File: config.mk
export PLATFORM = sky130hd
export DESIGN_NAME = dcs_seq
export DESIGN_NICKNAME = d
export VERILOG_FILES = /design/src/rtl/dcs_pkg.sv /design/src/rtl/dcs_ctl.sv /design/src/rtl/dcs_keyload.sv /design/src/rtl/dcs_keystore.sv /design/src/rtl/dcs_seq.sv
export SDC_FILE = /design/constraint.sdc
export NUM_CORES = 1
export LEC_CHECK = 0
export BUFFER_PORTS_ARGS = -buffer_cell sky130_fd_sc_hd__buf_2
export CAP_MARGIN = 20
export CORE_ASPECT_RATIO = 0.9
export CORE_UTILIZATION = 47
export CTS_CLUSTER_SIZE = 30
export DETAILED_ROUTE_END_ITERATION = 6
export PLACE_DENSITY = 0.76
export SLEW_MARGIN = 20
export SYNTH_ARGS = -nofsm -noshare
export SYNTH_HDL_FRONTEND = slang
export SYNTH_HIERARCHICAL = 1
export SYNTH_SLANG_ARGS = --single-unit
File: constraint.sdc
create_clock -name clk_i -period 1.9 [get_ports clk_i]
set_clock_uncertainty 0.1 [all_clocks]
set_input_delay 0.38 -clock clk_i [delete_from_list [all_inputs] [get_ports clk_i]]
set_output_delay 0.38 -clock clk_i [all_outputs]
set_load 0.05 [all_outputs]
File: src/rtl/dcs_pkg.sv
package dcs_pkg;
  localparam int unsigned RUN_BIT = 5;
  localparam int unsigned SEL_BIT = 6;
  localparam int unsigned KEY_BIT = 7;
  typedef enum logic {TGT_DEC = 1'b0, TGT_ENC = 1'b1} key_tgt_e;
endpackage

File: src/rtl/dcs_ctl.sv
module dcs_ctl
  import dcs_pkg::*;
#(
  parameter int unsigned AUX_W = 8
) (
  input  logic             clk_i,
  input  logic             rst_ni,
  input  logic             direct_i,
  input  logic [AUX_W-1:0] aux_i,
  output logic             start_enc_o,
  output logic             start_dec_o,
  output logic             stop_o,
  output logic             key_rise_o,
  output logic             key_open_o,
  output key_tgt_e         tgt_o,
  output logic             sel_err_o
);
  logic run, key, sel;
  logic run_q, key_q, sel_q;
  logic run_rise, run_fall, held;

  assign run = aux_i[RUN_BIT];
  assign key = aux_i[KEY_BIT];
  assign sel = aux_i[SEL_BIT];

  assign run_rise   = direct_i & run & ~run_q;
  assign run_fall   = direct_i & ~run & run_q;
  assign key_rise_o = direct_i & key & ~key_q;
  assign key_open_o = direct_i & key & key_q;
  // operation held across two edges: select must not move
  assign held       = direct_i & ((run & run_q) | (key & key_q));

  always_ff @(posedge clk_i or negedge rst_ni) begin
    if (!rst_ni) begin
      run_q       <= 1'b0;
      key_q       <= 1'b0;
      sel_q       <= 1'b0;
      start_enc_o <= 1'b0;
      start_dec_o <= 1'b0;
      stop_o      <= 1'b0;
      tgt_o       <= TGT_DEC;
      sel_err_o   <= 1'b0;
    end else begin
      run_q       <= run;
      key_q       <= key;
      sel_q       <= sel;
      start_enc_o <= run_rise & sel;
      start_dec_o <= run_rise & ~sel;
      stop_o      <= run_fall;
      if (key_rise_o) tgt_o <= sel ? TGT_ENC : TGT_DEC;
      if (held && (sel != sel_q)) sel_err_o <= 1'b1;
      else if (run_rise || key_rise_o) sel_err_o <= 1'b0;
    end
  end
endmodule

File: src/rtl/dcs_keyload.sv
module dcs_keyload #(
  parameter int unsigned KEY_BYTES = 8,
  parameter int unsigned BYTE_W    = 8,
  localparam int unsigned CNT_W    = $clog2(KEY_BYTES)
) (
  input  logic              clk_i,
  input  logic              rst_ni,
  input  logic              clr_i,
  input  logic              wr_i,
  input  logic [BYTE_W-1:0] byte_i,
  output logic [CNT_W-1:0]  slot_o,
  output logic              last_o,
  output logic              par_err_o
);
  localparam logic [CNT_W-1:0] LAST = CNT_W'(KEY_BYTES - 1);
  logic [CNT_W-1:0] cnt_q;

  assign slot_o = LAST - cnt_q;  // top byte first
  assign last_o = wr_i & (cnt_q == LAST);

  always_ff @(posedge clk_i or negedge rst_ni) begin
    if (!rst_ni) begin
      cnt_q     <= '0;
      par_err_o <= 1'b0;
    end else begin
      if (clr_i)     cnt_q <= '0;
      else if (wr_i) cnt_q <= last_o ? '0 : cnt_q + CNT_W'(1);
      if (clr_i)                  par_err_o <= 1'b0;
      else if (wr_i && !(^byte_i)) par_err_o <= 1'b1;
    end
  end
endmodule

File: src/rtl/dcs_keystore.sv
module dcs_keystore #(
  parameter int unsigned KEY_BYTES = 8,
  parameter int unsigned BYTE_W    = 8,
  parameter int unsigned BANKS     = 2,
  localparam int unsigned KEY_W    = KEY_BYTES * BYTE_W,
  localparam int unsigned SLOT_W   = $clog2(KEY_BYTES)
) (
  input  logic                       clk_i,
  input  logic                       rst_ni,
  input  logic [BANKS-1:0]           we_i,
  input  logic [SLOT_W-1:0]          slot_i,
  input  logic [BYTE_W-1:0]          byte_i,
  output logic [BANKS-1:0][KEY_W-1:0] key_o
);
  for (genvar b = 0; b < BANKS; b++) begin : g_bank
    for (genvar s = 0; s < KEY_BYTES; s++) begin : g_slot
      logic [BYTE_W-1:0] mem_q;
      always_ff @(posedge clk_i or negedge rst_ni) begin
        if (!rst_ni) mem_q <= '0;
        else if (we_i[b] && slot_i == SLOT_W'(s)) mem_q <= byte_i;
      end
      assign key_o[b][s*BYTE_W +: BYTE_W] = mem_q;
    end
  end
endmodule

File: src/rtl/dcs_seq.sv
module dcs_seq
  import dcs_pkg::*;
#(
  parameter int unsigned KEY_BYTES = 8,
  parameter int unsigned BYTE_W    = 8,
  localparam int unsigned KEY_W    = KEY_BYTES * BYTE_W,
  localparam int unsigned SLOT_W   = $clog2(KEY_BYTES)
) (
  input  logic              clk_i,
  input  logic              rst_ni,
  input  logic              direct_mode_i,
  input  logic [BYTE_W-1:0] aux_i,
  input  logic              aux_wr_i,
  input  logic [BYTE_W-1:0] data_i,
  input  logic              data_wr_i,
  output logic              start_enc_o,
  output logic              start_dec_o,
  output logic              stop_o,
  output logic              enc_we_o,
  output logic              dec_we_o,
  output logic              key_done_o,
  output logic              parity_err_o,
  output logic              sel_err_o,
  output logic [KEY_W-1:0]  enc_key_o,
  output logic [KEY_W-1:0]  dec_key_o
);
  logic              key_rise, key_open, wr, last;
  key_tgt_e          tgt_q, tgt;
  logic [BYTE_W-1:0] wbyte;
  logic [SLOT_W-1:0] slot;
  logic [1:0]        we;
  logic [1:0][KEY_W-1:0] keys;

  dcs_ctl #(.AUX_W(BYTE_W)) i_ctl (
    .clk_i, .rst_ni,
    .direct_i   (direct_mode_i),
    .aux_i      (aux_i),
    .start_enc_o(start_enc_o),
    .start_dec_o(start_dec_o),
    .stop_o     (stop_o),
    .key_rise_o (key_rise),
    .key_open_o (key_open),
    .tgt_o      (tgt_q),
    .sel_err_o  (sel_err_o)
  );

  assign wr    = direct_mode_i ? (data_wr_i & key_open) : aux_wr_i;
  assign wbyte = direct_mode_i ? data_i : aux_i;
  assign tgt   = direct_mode_i ? tgt_q : TGT_ENC;
  assign we[TGT_ENC] = wr & (tgt == TGT_ENC);
  assign we[TGT_DEC] = wr & (tgt == TGT_DEC);

  dcs_keyload #(.KEY_BYTES(KEY_BYTES), .BYTE_W(BYTE_W)) i_load (
    .clk_i, .rst_ni,
    .clr_i    (key_rise),
    .wr_i     (wr),
    .byte_i   (wbyte),
    .slot_o   (slot),
    .last_o   (last),
    .par_err_o(parity_err_o)
  );

  dcs_keystore #(.KEY_BYTES(KEY_BYTES), .BYTE_W(BYTE_W), .BANKS(2)) i_store (
    .clk_i, .rst_ni,
    .we_i  (we),
    .slot_i(slot),
    .byte_i(wbyte),
    .key_o (keys)
  );

  assign enc_key_o = keys[TGT_ENC];
  assign dec_key_o = keys[TGT_DEC];

  always_ff @(posedge clk_i or negedge rst_ni) begin
    if (!rst_ni) begin
      enc_we_o   <= 1'b0;
      dec_we_o   <= 1'b0;
      key_done_o <= 1'b0;
    end else begin
      enc_we_o   <= we[TGT_ENC];
      dec_we_o   <= we[TGT_DEC];
      key_done_o <= last;
    end
  end
endmodule

==> results of run 1 <==
## placed cells by master, fill, tap and decap left out, types with 5 or more instances in the layout
cell | synthesis | routed
buf_2 | 8 | 155
dfrtp_1 | 143 | 143
mux2_2 | 128 | 112
buf_4 | 1 | 29
mux2_4 | 9 | 25
clkbuf_16 | 0 | 17
bufinv_16 | 0 | 6
xnor2_1 | 6 | 6
buf_6 | 3 | 6
nand4b_4 | 0 | 5
## worst max-delay path: stages, from the launching register on
cell	delay (ns)
dfrtp_1	0.34
and3_4	0.20
nand3_4	0.08
o21ai_2	0.13
buf_6	0.15
nor4b_4	0.23
buf_6	0.20
mux2_4	0.32
## area by class of cell
type	instances	share of cell area (%)
clock inverters	10	2.64
inverters	5	0.288
repair buffers	193	14.2
flip-flops and latches	143	45.7
multi-input cells	191	28.7
clock buffers	22	5.93
well taps	160	2.56
## routing by layer
metal	track usage, %	vias up	routed length, um
met5	0	-	0
met4	6.78	0	125
li1	-	1665	-
met1	29.9	1927	6280
met3	8.69	12	1010
met2	36.8	124	6800
## power groups by stage
| stage | Clock (W) | Sequential (W) | Combinational [W] |
|---|---|---|---|
| floorplan | 0 | 0.00694 | 0.00115 |
| global placement | 0 | 0.00424 | 0.00503 |
| detailed placement | 0 | 0.00429 | 0.00509 |
| CTS | 0.00381 | 0.00426 | 0.00516 |
| global route | 0.00396 | 0.00437 | 0.00541 |
| finish | 0.00373 | 0.00427 | 0.00521 |
## final timing paths
check	startpoint	to	slack, ns	cells past startpoint
min in group asynchronous	rst_ni	i_ctl/sel_err_o	0.37	2
max in group asynchronous	rst_ni	i_store/g_bank[0].g_slot[5].mem_q[0]	0.74	3
max	i_ctl/key_q	i_store/g_bank[1].g_slot[0].mem_q[0]	0.03	7
min reg2reg	i_store/g_bank[1].g_slot[6].mem_q[3]	i_store/g_bank[1].g_slot[6].mem_q[3]	0.40	1
max reg2reg	i_ctl/key_q	i_store/g_bank[1].g_slot[0].mem_q[0]	0.03	7
min	aux_i[5]	i_ctl/run_q	0.05	1
## metrics by stage
| step | util (%) | setup WS [ns] | setup TNS (ns) | cells | hold WS (ns) |
|---|---|---|---|---|---|
| detailed placement | 58.2 | -0.206 | -17.94 | 689 | 0.241 |
| floorplan | - | -0.0650 | -0.982 | 359 | -0.0156 |
| global route | 65.1 | -0.0267 | -0.288 | 724 | 0.0247 |
| global placement | 58.2 | -0.156 | -12.35 | 689 | 0.239 |
| finish | 65.1 | 0.0258 | 0 | 724 | 0.0475 |
| CTS | 64.3 | -0.00234 | -0.00406 | 723 | 0.0246 |
## repair_timing
item,4_1_cts,5_1_grt
setup buffers,1,1
hold endpoints to repair,43,0
endpoints found under the setup margin,59,88
pin swaps,0,3
hold buffers,1,0
gates resized for setup,9,17
## cells by family (layout without fill, tap and decap cells)
logic type	after synthesis	count (layout)
adder cells (fa/ha/maj)	2	2
AO/OA/AOI/OAI	7	7
multiplexers	138	138
flip-flops	143	143
buffers and inverters	25	230
AND/OR/NAND/NOR	36	36
XOR/XNOR	8	8
==> flow_metrics.tcl, run 1 <==
set metrics [dict create \
    synth_compound_area_share_pct 0.950 \
    finalInstanceArea_sq_um 7830 \
    ys_seq_elements 143 \
    grt_first_pass_wirelength_um 22000 \
    fill_cells 850 \
    place.port_buffers 156 \
    finish.net_count 574 \
    diodes 0 \
    synth_fa_ha_area_share_pct 0.432 \
    arrival_ns 2.07 \
    antenna_found_initial 0 \
    finalPower_w 0.0132 \
    routed_via_density 5.15 \
    initial_core_util_pct 48.2 \
    drt-wirelength-per-cell_um 19.6 \
    tightest_slew_ns 0.461 \
    cts_tree "yes" \
    place_congestion 0.825 \
    synthTopCellsByCount "dfrtp_1, mux2_2, mux2_4, buf_2, clkbuf_1" \
    syn_avg_cell_area_sq_um 16.1 \
    synth_top_area_cell "dfrtp_1" \
    crit_type "flop to flop" \
    multi_input_area_sq_um 2250 \
    cts_buffers 17 \
    grt_overflow 0 \
    die_area_sq_um 12800 \
    drive_gt1_share_pct 68.1 \
    synthTopCellsByArea "dfrtp_1, mux2_2, mux2_4, nand4b_2, xnor2_1" \
    hold_viol 0 \
    status "finished clean" \
    yosys.area_share.simple_pct 6.04 \
    grt_max_degree 48 \
    grt_usage_pct 23.3 \
    dieWidth_um 119 \
    critPathMaxFanout 8 \
    ir_worst_vdd_v 0.00128 \
    synth-xor-area-share_pct 1.21 \
    maxCapViolCount 0 \
    slew_violations 0 \
    dr_total_vias 3728 \
    cts.htree.levels 4 \
    timing.final.crit_share_pct 98.6 \
    fin_crit_ns 1.87 \
    synth_ff_type "dfrtp_1" \
    ys_async_sr_fraction_pct 100 \
    largest_register "i_store/g_bank.g_slot.mem_q" \
    p_seq_share_pct 32.3 \
    fp.dieH_um 107 \
    yosysWarningCount 6 \
    rows 38 \
    clock_sink_count 143 \
    largest_register_ffs 128 \
    synth_mux_area_share_pct 27.4 \
    core_area_sq_um 12000 \
    root_buffer "clkbuf_16" \
    endpoint_kind "flop" \
    finalSetupViolations 0 \
    first_global_vias 3982 \
    hpwl_um 9320 \
    area_growth_pct 35.1 \
    power_frac_comb_pct 39.4 \
    hold_path_class "input port to flop" \
    syn_nets 382 \
    p_sw_share_pct 41.0 \
    intPower_w 0.00780 \
    clk_path_buf_depth 2 \
    dr.pass1.iters 4 \
    drt_iter0_drc 126 \
    seq_area_sq_um 3580 \
    cp.required_ns 2.10 \
    synth_cell_types 35 \
    detail_route.wirelength_um 14200 \
    clockPowerShare_pct 28.2 \
    netlist_area_sq_um 5800 \
    yosysSeqAreaShare_pct 61.7 \
    maxSlewHeadroom_pct 69.3 \
    synth_edf_count 0 \
    synth_most_common_cell "dfrtp_1" \
    yosysTopAreaCellShare_pct 61.7 \
    reg_top3 "i_store/g_bank.g_slot.mem_q: 128 flops, i_load/cnt_q: 3 flops" \
    p_leak_nw 4.19 \
    dpl_cell_area_sq_um 7000 \
    ios 157 \
    syn_inst 359 \
    grt_setup_unrepaired "yes" \
    power_density_nw_per_um2 1690 \
    drc 0 \
    clk_latency_ns 0.41 \
    power_switching_w 0.00541 \
    fmax_ghz 0.534 \
    start_kind "flop" \
    antenna_left 0 \
    clk_pin_slew_ns 0.06 \
    synth_top_family_by_area "multiplexers" \
]
Power figures use the tool's default switching activity.
==> run 2, diff against run 1 <==
Settings changed: MAX_ROUTING_LAYER set to met4.
==> run 2 against run 1 <==
Net effect: worst setup slack better by 0.011 ns; die area stayed put; non-clock buffer count unchanged; register-to-register slack about the same; design area stayed put; first-iteration DRC count decreased by 7.1%; final cell count is the same; sequential cell count did not move; wire length is essentially flat.
==> flow_metrics.tcl, run 2 (same netlist as run 1, synthesis figures left out) <==
set metrics [dict create \
    min_to "i_ctl/run_q" \
    cts_tree "yes" \
    drt-wirelength-per-cell_um 19.6 \
    maxCapViolCount 0 \
    rr_startpoint "i_ctl/key_q" \
    ios 157 \
    endpoint_kind "flop" \
    status "finished clean" \
    largest_register_ffs 128 \
    dieWidth_um 119 \
    r2r_slack_ns 0.04 \
    initial_core_util_pct 48.2 \
    r2r_cells 7 \
    hpwl_um 9320 \
    fmax_ghz 0.537 \
    cp.required_ns 2.10 \
    start_kind "flop" \
    fill_cells 850 \
    core_area_sq_um 12000 \
    clk_path_buf_depth 2 \
    place_congestion 0.838 \
    tightest_slew_ns 0.462 \
    hold_path_class "input port to flop" \
    layout_commonest_cell "buf_2" \
    seq_area_sq_um 3580 \
    place_inst 689 \
    holdWs_ns 0.0462 \
    grt_setup_unrepaired "yes" \
    min_from "aux_i[5]" \
    detail_route.wirelength_um 14200 \
    drive_gt1_share_pct 68.1 \
    dr.pass1.iters 6 \
    clock_sink_count 143 \
    first_global_vias 3997 \
    timing.final.crit_share_pct 98.1 \
    routed_via_density 5.17 \
    cts_buffers 17 \
    clk_latency_ns 0.41 \
    critPathMaxFanout 8 \
    grt_usage_pct 23.9 \
    reg_top3 "i_store/g_bank.g_slot.mem_q: 128 flops, i_load/cnt_q: 3 flops" \
    finalSetupViolations 0 \
    multi_input_area_sq_um 2250 \
    area_growth_pct 35.1 \
    rows 38 \
    dr_total_vias 3743 \
    place.port_buffers 156 \
    drc 0 \
    grt_max_degree 48 \
    crit_type "flop to flop" \
    cts.htree.levels 4 \
    reg2reg_to "i_store/g_bank[1].g_slot[0].mem_q[0]" \
    ir_worst_vdd_v 0.00128 \
    maxSlewHeadroom_pct 69.2 \
    grt_first_pass_wirelength_um 22000 \
    drt_iter0_drc 117 \
    finalSetupTns_ns 0 \
    grt_overflow 0 \
    largest_register "i_store/g_bank.g_slot.mem_q" \
    layout.cells.non_filler 724 \
    final_cell_mix "buf_2, dfrtp_1, mux2_2" \
    diodes 0 \
    fin_crit_ns 1.86 \
    fp.dieH_um 107 \
    p_leak_nw 4.19 \
    whs_path_depth 1 \
    arrival_ns 2.06 \
    power_density_nw_per_um2 1690 \
    antenna_found_initial 0 \
    slew_violations 0 \
    root_buffer "clkbuf_16" \
    hold_viol 0 \
    clk_pin_slew_ns 0.06 \
    die_area_sq_um 12800 \
    finish.net_count 574 \
    antenna_left 0 \
]
## run 2: worst max-delay path by stage
stage | start | cells past startpoint | end
6_report | i_ctl/key_q | 7 | i_store/g_bank[1].g_slot[0].mem_q[0]
5_1_grt | i_ctl/key_q | 7 | i_store/g_bank[1].g_slot[0].mem_q[0]
4_1_cts | i_ctl/key_q | 7 | i_store/g_bank[1].g_slot[2].mem_q[0]
3_5_place_dp | direct_mode_i | 7 | i_store/g_bank[1].g_slot[4].mem_q[2]
3_3_place_gp | direct_mode_i | 7 | i_store/g_bank[1].g_slot[4].mem_q[0]
2_1_floorplan | i_ctl/key_q | 6 | i_store/g_bank[1].g_slot[0].mem_q[0]
## run 2: power by group
group	internal [W]	total (W)	switching, W
Sequential	0.00384	0.00428	0.000442
Combinational	0.00144	0.00521	0.00378
Clock	0.00253	0.00374	0.00121
## run 2: repair_timing
action / CTS / global route
setup buffers: 1 / 1
hold buffers: 1 / 0
endpoints found under the hold margin: 43 / 0
setup endpoints to repair: 59 / 88
resized for setup: 9 / 17
pin swaps: 0 / 3
## run 2: per-layer routing
| metal | up-vias | GRT usage [%] | wire [um] |
|---|---|---|---|
| met1 | 1938 | 30.6 | 6410 |
| met4 | 0 | 6.78 | 131 |
| met3 | 14 | 7.52 | 869 |
| li1 | 1663 | - | - |
| met5 | - | - | 0 |
| met2 | 128 | 36.8 | 6810 |
## run 2: stage by stage
stage | worst slack [ns] | util (%) | total power (W) | instance area, sq um
finish | 0.0364 | 65.1 | 0.0132 | 7830
global route | -0.0255 | 65.1 | 0.0137 | 7830
CTS | -0.00234 | 64.3 | 0.0132 | 7740
detailed placement | -0.206 | 58.2 | 0.00938 | 7000
global placement | -0.156 | 58.2 | 0.00927 | 7000
floorplan | -0.0650 | - | 0.00808 | 5850
## run 2: critical path, cell delays in order (launching register included)
cell,delay [ns]
dfrtp_1,0.34
and3_4,0.20
nand3_4,0.08
o21ai_2,0.13
buf_6,0.14
nor4b_4,0.23
buf_6,0.20
mux2_4,0.32
## run 2: cell type report
class,count,area share (%)
sequential,143,45.7
multi-input combinational,191,28.7
timing repair buffer,193,14.2
clock buffer,22,5.93
clock inverter,10,2.64
tap,160,2.56
inverter,5,0.288
